[src/rtl/cct_pkg.sv]
package cct_pkg;
  localparam int ADDR_W = 2;

  typedef enum logic [ADDR_W-1:0] {
    A_COUNT   = 2'd0,
    A_COMPARE = 2'd1,
    A_CTRL    = 2'd2,
    A_STATUS  = 2'd3
  } reg_addr_e;
endpackage

[src/rtl/cct_counter.sv]
module cct_counter #(
  parameter int CNT_W = 32,
  parameter logic [CNT_W-1:0] RESET_VAL = 1
) (
  input  logic             clk,
  input  logic             rst_n,
  input  logic             tick,
  input  logic             freeze,
  input  logic             ld,
  input  logic [CNT_W-1:0] ld_val,
  output logic [CNT_W-1:0] cnt_q,
  output logic [CNT_W-1:0] cnt_nxt,
  output logic             upd
);
  logic inc;

  assign inc = tick && !freeze;
  assign upd = ld || inc;

  always_comb begin
    if (ld)       cnt_nxt = ld_val;
    else if (inc) cnt_nxt = cnt_q + CNT_W'(1);
    else          cnt_nxt = cnt_q;
  end

  always_ff @(posedge clk or negedge rst_n) begin
    if (!rst_n) cnt_q <= RESET_VAL;
    else        cnt_q <= cnt_nxt;
  end
endmodule

[src/rtl/cct_match.sv]
module cct_match #(
  parameter int CNT_W = 32
) (
  input  logic             clk,
  input  logic             rst_n,
  input  logic             upd,
  input  logic             freeze,
  input  logic [CNT_W-1:0] cnt_nxt,
  input  logic [CNT_W-1:0] cmp_q,
  input  logic             ack,
  output logic             irq_q
);
  logic hit;

  assign hit = upd && !freeze && (cnt_nxt == cmp_q);

  always_ff @(posedge clk or negedge rst_n) begin
    if (!rst_n)   irq_q <= 1'b0;
    else if (ack) irq_q <= 1'b0;
    else if (hit) irq_q <= 1'b1;
  end
endmodule

[src/rtl/cct_router.sv]
module cct_router #(
  parameter int NUM_LINES = 8,
  localparam int SEL_W = $clog2(NUM_LINES)
) (
  input  logic                 irq,
  input  logic [SEL_W-1:0]     sel,
  output logic [NUM_LINES-1:0] lines
);
  for (genvar i = 0; i < NUM_LINES; i++) begin : g_line
    assign lines[i] = irq && (sel == SEL_W'(i));
  end
endmodule

[src/rtl/cct_timer.sv]
module cct_timer
  import cct_pkg::*;
#(
  parameter int CNT_W       = 32,
  parameter int NUM_LINES   = 8,
  parameter bit HAS_PENDING = 1'b1,
  parameter logic [CNT_W-1:0] RESET_COUNT = 1
) (
  input  logic                 clk,
  input  logic                 rst_n,
  input  logic                 tick_en,
  input  logic                 reg_we,
  input  logic [ADDR_W-1:0]    reg_addr,
  input  logic [CNT_W-1:0]     reg_wdata,
  output logic [CNT_W-1:0]     reg_rdata,
  output logic [NUM_LINES-1:0] irq_lines,
  output logic                 pending
);
  localparam int SEL_W = $clog2(NUM_LINES);

  logic             wr_cnt, wr_cmp, wr_ctrl;
  logic [CNT_W-1:0] cnt_q, cnt_nxt, cmp_q;
  logic             upd, irq_q, freeze_q;
  logic [SEL_W-1:0] route_q;

  assign wr_cnt  = reg_we && (reg_addr == A_COUNT);
  assign wr_cmp  = reg_we && (reg_addr == A_COMPARE);
  assign wr_ctrl = reg_we && (reg_addr == A_CTRL);

  always_ff @(posedge clk or negedge rst_n) begin
    if (!rst_n) begin
      cmp_q    <= '0;
      freeze_q <= 1'b0;
      route_q  <= '0;
    end else begin
      if (wr_cmp) cmp_q <= reg_wdata;
      if (wr_ctrl) begin
        freeze_q <= reg_wdata[0];
        route_q  <= reg_wdata[SEL_W:1];
      end
    end
  end

  cct_counter #(.CNT_W(CNT_W), .RESET_VAL(RESET_COUNT)) u_cnt (
    .clk     (clk),
    .rst_n   (rst_n),
    .tick    (tick_en),
    .freeze  (freeze_q),
    .ld      (wr_cnt),
    .ld_val  (reg_wdata),
    .cnt_q   (cnt_q),
    .cnt_nxt (cnt_nxt),
    .upd     (upd)
  );

  cct_match #(.CNT_W(CNT_W)) u_match (
    .clk     (clk),
    .rst_n   (rst_n),
    .upd     (upd),
    .freeze  (freeze_q),
    .cnt_nxt (cnt_nxt),
    .cmp_q   (cmp_q),
    .ack     (wr_cmp),
    .irq_q   (irq_q)
  );

  cct_router #(.NUM_LINES(NUM_LINES)) u_route (
    .irq   (irq_q),
    .sel   (route_q),
    .lines (irq_lines)
  );

  if (HAS_PENDING) begin : g_pend
    assign pending = irq_q;
  end else begin : g_nopend
    assign pending = 1'b0;
  end

  always_comb begin
    reg_rdata = '0;
    case (reg_addr)
      A_COUNT:   reg_rdata = cnt_q;
      A_COMPARE: reg_rdata = cmp_q;
      A_CTRL:    begin
        reg_rdata[0]       = freeze_q;
        reg_rdata[SEL_W:1] = route_q;
      end
      default:   reg_rdata[0] = pending;
    endcase
  end
endmodule

[config.mk]
export PLATFORM = sky130hd
export DESIGN_NAME = cct_timer
export DESIGN_NICKNAME = d
export VERILOG_FILES = /design/src/rtl/cct_pkg.sv /design/src/rtl/cct_counter.sv /design/src/rtl/cct_match.sv /design/src/rtl/cct_router.sv /design/src/rtl/cct_timer.sv
export SDC_FILE = /design/constraint.sdc
export NUM_CORES = 1
export LEC_CHECK = 0
export ABC_CLOCK_PERIOD_IN_PS = 3500
export BUFFER_PORTS_ARGS = -buffer_cell sky130_fd_sc_hd__buf_2
export CORE_MARGIN = 2
export CORE_UTILIZATION = 58
export CTS_CLUSTER_SIZE = 8
export DETAILED_ROUTE_END_ITERATION = 7
export PLACE_DENSITY_LB_ADDON = 0.05
export SLEW_MARGIN = 10
export SYNTH_ARGS = -nofsm -noshare
export SYNTH_HDL_FRONTEND = slang
export SYNTH_SLANG_ARGS = --single-unit
[constraint.sdc]
create_clock -name clk -period 3.5 [get_ports clk]
set_input_delay 0.7 -clock clk [delete_from_list [all_inputs] [get_ports clk]]
set_output_delay 0.7 -clock clk [all_outputs]
set_load 0.05 [all_outputs]
==> impl_metrics.prom <==
# TYPE chip_impl_metric gauge
chip_impl_info{name="outcome",value="complete, no violations"} 1
chip_impl_info{name="cts_tree",value="built"} 1
chip_impl_metric{name="syn_avg_cell_area",unit="µm²"} 8.79
chip_impl_metric{name="floorplan.die_area",unit="µm²"} 9350
chip_impl_metric{name="h_tree_lvl_count",unit=""} 3
chip_impl_metric{name="floorplan.initialDensity",unit="%"} 60.4
chip_impl_metric{name="post_drt_antenna_nets",unit=""} 0
chip_impl_metric{name="final_layout_size_suffix_gt1_share",unit="%"} 22.5
chip_impl_metric{name="worstSkewPairLatency",unit="ns"} 0.35
chip_impl_metric{name="grt_pass1_wl",unit="mm"} 24.1
chip_impl_metric{name="setup.reg_to_reg.worst_slack",unit="ns"} 0.41
chip_impl_metric{name="clk_pin_slew",unit="ns"} 0.09
chip_impl_metric{name="power.total",unit="mW"} 2.96
chip_impl_metric{name="headroom_to_the_max_slew_limit",unit="%"} 42.8
chip_impl_metric{name="pre_repair_dr_iteration_count",unit=""} 7
chip_impl_metric{name="post_synth_and_or_nand_nor_area_fraction",unit="%"} 22.8
chip_impl_metric{name="syn-instance-count",unit=""} 567
chip_impl_info{name="crit-reg2reg-launch",value="u_cnt.cnt_q[0]"} 1
chip_impl_metric{name="hpwlAfterDp",unit="mm"} 11.2
chip_impl_metric{name="muxShareOfSynthArea",unit="%"} 13.8
chip_impl_metric{name="cts-buffers-inserted",unit=""} 9
chip_impl_info{name="hp-class",value="in2async"} 1
chip_impl_info{name="combinational_family_with_the_most_area_after_synthesis",value="simple AND/OR/NAND/NOR gates"} 1
chip_impl_info{name="setup.worst_path.start_class",value="flip-flop"} 1
chip_impl_info{name="synth_flop_cell",value="sky130_fd_sc_hd__dfrtp_1"} 1
chip_impl_metric{name="ioPinCount",unit=""} 79
chip_impl_metric{name="max_freq",unit="MHz"} 323
chip_impl_metric{name="maxSlewViolCount",unit=""} 0
chip_impl_metric{name="area_growth_syn_to_layout",unit="%"} 13.3
chip_impl_metric{name="synth_adder_area_share",unit="%"} 0.251
chip_impl_metric{name="wl_per_cell",unit="µm"} 20.0
chip_impl_metric{name="dieHeight",unit="µm"} 96.7
chip_impl_metric{name="synth-warning-count",unit=""} 0
chip_impl_metric{name="detail_route.drc_violations",unit=""} 0
chip_impl_info{name="setup_repair_after_global_routing_missed_its_margin",value="false"} 1
chip_impl_metric{name="cts-resized-gates",unit=""} 0
chip_impl_metric{name="worst_slew_pin_slew",unit="ns"} 0.857
chip_impl_metric{name="route.detailed.vias_per_inst",unit=""} 6.16
chip_impl_metric{name="ys_types",unit=""} 63
chip_impl_metric{name="inserted_diodes",unit=""} 0
chip_impl_metric{name="fp.dieW",unit="µm"} 96.7
chip_impl_metric{name="cp_data_arrival_time",unit="ns"} 3.35
chip_impl_metric{name="yosys_register_bits",unit=""} 69
chip_impl_info{name="critical_path_class",value="reg2reg"} 1
chip_impl_metric{name="hold_buffers",unit=""} 0
chip_impl_metric{name="place.gp.congestion",unit=""} 1.01
chip_impl_metric{name="post-route-period-util",unit="%"} 88.3
chip_impl_metric{name="cp_data_required_time",unit="ns"} 3.76
chip_impl_metric{name="drt_iter0_markers",unit=""} 243
chip_impl_metric{name="cts_buffer_depth",unit=""} 2
chip_impl_metric{name="synth.yosys.seq_area_share",unit="%"} 34.7
chip_impl_metric{name="vias_in_the_first_global_route",unit=""} 4515
chip_impl_metric{name="grt_start_max_net_pins",unit=""} 41
chip_impl_metric{name="peakVddDrop",unit="V"} 0.000246
chip_impl_metric{name="syn_area",unit="µm²"} 4980
chip_impl_metric{name="nets_in_the_synthesized_netlist",unit=""} 606
chip_impl_metric{name="fin_cells",unit=""} 745
chip_impl_metric{name="place.port_buffers",unit=""} 78
chip_impl_metric{name="global_route.usage.total",unit="%"} 32.1
chip_impl_metric{name="layout.nets",unit=""} 674
chip_impl_metric{name="p_per_area",unit="nW/µm²"} 525
chip_impl_metric{name="timing.final.crit_period",unit="ns"} 3.09
chip_impl_metric{name="postRouteWirelength",unit="mm"} 14.9
chip_impl_info{name="critical_path.endpoint_type",value="flip-flop"} 1
chip_impl_metric{name="numPlacedInstances",unit=""} 729
chip_impl_metric{name="rows",unit=""} 33
chip_impl_metric{name="synthXorXnorAreaFrac",unit="%"} 12.1
chip_impl_info{name="crit_path_start",value="u_cnt.cnt_q[0]"} 1
chip_impl_metric{name="setup-violations-final",unit=""} 0
chip_impl_info{name="clockRootBuffer",value="sky130_fd_sc_hd__clkbuf_8"} 1
chip_impl_metric{name="vias",unit=""} 4589
chip_impl_metric{name="report.final.hold_viol_count",unit=""} 0
chip_impl_metric{name="totalNegativeSetupSlack",unit="ns"} 0
chip_impl_metric{name="fin_skew",unit="ns"} 0.0147
chip_impl_metric{name="static_leakage",unit="nW"} 2.48
chip_impl_metric{name="cp_max_fo",unit=""} 9
chip_impl_metric{name="cap_viol_max_count",unit=""} 0
chip_impl_metric{name="synth_compound_area_share",unit="%"} 12.0
chip_impl_metric{name="cts_setup_buffers",unit=""} 0
chip_impl_metric{name="grt_antenna_before_repair",unit=""} 0
chip_impl_metric{name="design.core.area",unit="µm²"} 8260
chip_impl_metric{name="total_congestion_overflow_after_global_routing",unit=""} 0
chip_impl_metric{name="cts.sink_count",unit=""} 69
chip_impl_metric{name="async_flop_share",unit="%"} 100
chip_impl_metric{name="synth_enable_flop_cells",unit=""} 0
final timing paths:
kind | endpoint | depth (start not counted)
worst max register to register | u_match.irq_q | 9
min in group clk | cmp_q[7] | 1
worst max-delay path | u_match.irq_q | 9
worst min register to register | cmp_q[7] | 1
max in group asynchronous | u_cnt.cnt_q[0] | 2
worst min-delay path | u_cnt.cnt_q[30] | 1
critical path, cell delays in order (launching register included):
cell,delay (ns)
sky130_fd_sc_hd__dfstp_2,0.57
sky130_fd_sc_hd__ha_1,0.19
sky130_fd_sc_hd__nand4b_1,0.28
sky130_fd_sc_hd__nor4_4,0.62
sky130_fd_sc_hd__and2_1,0.29
sky130_fd_sc_hd__and4_1,0.25
sky130_fd_sc_hd__xnor2_1,0.16
sky130_fd_sc_hd__o21ai_0,0.10
sky130_fd_sc_hd__a211o_1,0.31
sky130_fd_sc_hd__o31ai_1,0.22
final cells by class:
type	instances	area [µm²]
multi-input combinational	448	3050
fill	698	2610
sequential	69	1730
timing repair buffer	92	508
clock buffer	11	141
tap	105	131
inverter	15	56.3
clock inverter	5	36.3
routing by layer:
layer  global-route usage, %  routed length (µm)  share of wire (%)  vias to the layer above
li1                        -                   -                  -                     2161
met1                    43.1                6390                 43                     2219
met2                    52.1                7110                 48                      175
met4                    10.7                 390                2.6                        0
met3                    6.29                1030                6.9                       34
met5                       0                   0                  0                        -
stage by stage:
stage / util [%] / hold slack (ns) / area, µm² / setup slack (ns)
after floorplan: - / 0.404 / 4980 / 0.582
after global placement: 66.2 / 0.538 / 5470 / 0.402
after detailed placement: 66.2 / 0.550 / 5470 / 0.351
after CTS: 68.4 / 0.479 / 5650 / 0.430
after global routing: 68.4 / 0.532 / 5650 / 0.202
final: 68.4 / 0.460 / 5650 / 0.408
registers in the layout, indices dropped and copies added (netlist names):
| signal | cells |
|---|---|
| cmp_q | 32 |
| freeze_q | 1 |
| route_q | 3 |
| u_cnt.cnt_q | 32 |
| u_match.irq_q | 1 |
cell families after synthesis:
kind of cell	Yosys count
AND/OR/NAND/NOR	219
AO/OA/AOI/OAI	95
XOR/XNOR	69
flip-flops	69
multiplexers	64
buffers and inverters	50
adder cells (fa/ha/maj)	1
placed cells by master, fill, tap and decap left out, types with 9 or more instances in the layout:
cell type	netlist	layout
sky130_fd_sc_hd__dfrtp_1	68	68
sky130_fd_sc_hd__and3_1	9	9
sky130_fd_sc_hd__clkbuf_8	0	10
sky130_fd_sc_hd__xnor2_1	37	37
sky130_fd_sc_hd__nand3_1	19	19
sky130_fd_sc_hd__xor2_1	32	32
sky130_fd_sc_hd__nor3_1	13	13
sky130_fd_sc_hd__o21ai_0	34	34
sky130_fd_sc_hd__nand4_1	13	13
sky130_fd_sc_hd__mux2_2	28	28
sky130_fd_sc_hd__buf_2	2	78
sky130_fd_sc_hd__nand2_1	51	51
sky130_fd_sc_hd__mux2i_1	35	35
sky130_fd_sc_hd__nor2_1	65	65
sky130_fd_sc_hd__a21oi_1	22	22
sky130_fd_sc_hd__buf_4	3	13
sky130_fd_sc_hd__inv_1	15	15
where the power goes:
group | switching [mW] | internal (mW) | leakage (nW)
combinational | 0.659 | 0.439 | 1.57
clock | 0.330 | 0.277 | 0.0815
sequential | 0.303 | 0.956 | 0.819
Yosys cell counts, types with 2 or more instances:
library cell | number | share of area, %
sky130_fd_sc_hd__a21oi_1 | 22 | 2.2
sky130_fd_sc_hd__o2bb2ai_1 | 2 | 0.35
sky130_fd_sc_hd__or4_1 | 2 | 0.30
sky130_fd_sc_hd__nand3_1 | 19 | 1.9
sky130_fd_sc_hd__nand2_1 | 51 | 3.8
sky130_fd_sc_hd__clkbuf_1 | 24 | 1.8
sky130_fd_sc_hd__nor4_4 | 2 | 0.85
sky130_fd_sc_hd__a211oi_1 | 3 | 0.45
sky130_fd_sc_hd__mux2i_1 | 35 | 7.0
sky130_fd_sc_hd__nand4b_1 | 2 | 0.35
sky130_fd_sc_hd__o211ai_1 | 2 | 0.30
sky130_fd_sc_hd__nand4_1 | 13 | 1.6
sky130_fd_sc_hd__buf_2 | 2 | 0.20
sky130_fd_sc_hd__and4_1 | 5 | 0.88
sky130_fd_sc_hd__and2_1 | 3 | 0.38
sky130_fd_sc_hd__and3_1 | 9 | 1.1
sky130_fd_sc_hd__mux2_2 | 28 | 6.3
sky130_fd_sc_hd__buf_1 | 4 | 0.30
sky130_fd_sc_hd__nor2_1 | 65 | 4.9
sky130_fd_sc_hd__buf_6 | 2 | 0.45
sky130_fd_sc_hd__nor4_1 | 8 | 1.0
sky130_fd_sc_hd__nor2b_1 | 4 | 0.50
sky130_fd_sc_hd__buf_4 | 3 | 0.45
sky130_fd_sc_hd__o31ai_1 | 2 | 0.30
sky130_fd_sc_hd__o21ai_0 | 34 | 3.4
sky130_fd_sc_hd__nand3b_1 | 6 | 0.90
sky130_fd_sc_hd__nand2b_1 | 7 | 0.88
sky130_fd_sc_hd__inv_1 | 15 | 1.1
sky130_fd_sc_hd__a222oi_1 | 2 | 0.40
sky130_fd_sc_hd__xnor2_1 | 37 | 6.5
sky130_fd_sc_hd__a31oi_1 | 5 | 0.63
sky130_fd_sc_hd__nor3_1 | 13 | 1.3
sky130_fd_sc_hd__xor2_1 | 32 | 5.6
sky130_fd_sc_hd__a311oi_1 | 3 | 0.53
sky130_fd_sc_hd__dfrtp_1 | 68 | 34
sky130_fd_sc_hd__o41ai_1 | 2 | 0.35
sky130_fd_sc_hd__o22ai_1 | 4 | 0.50
sky130_fd_sc_hd__o22a_1 | 2 | 0.35
No activity file was read; power rests on OpenSTA's default activity.
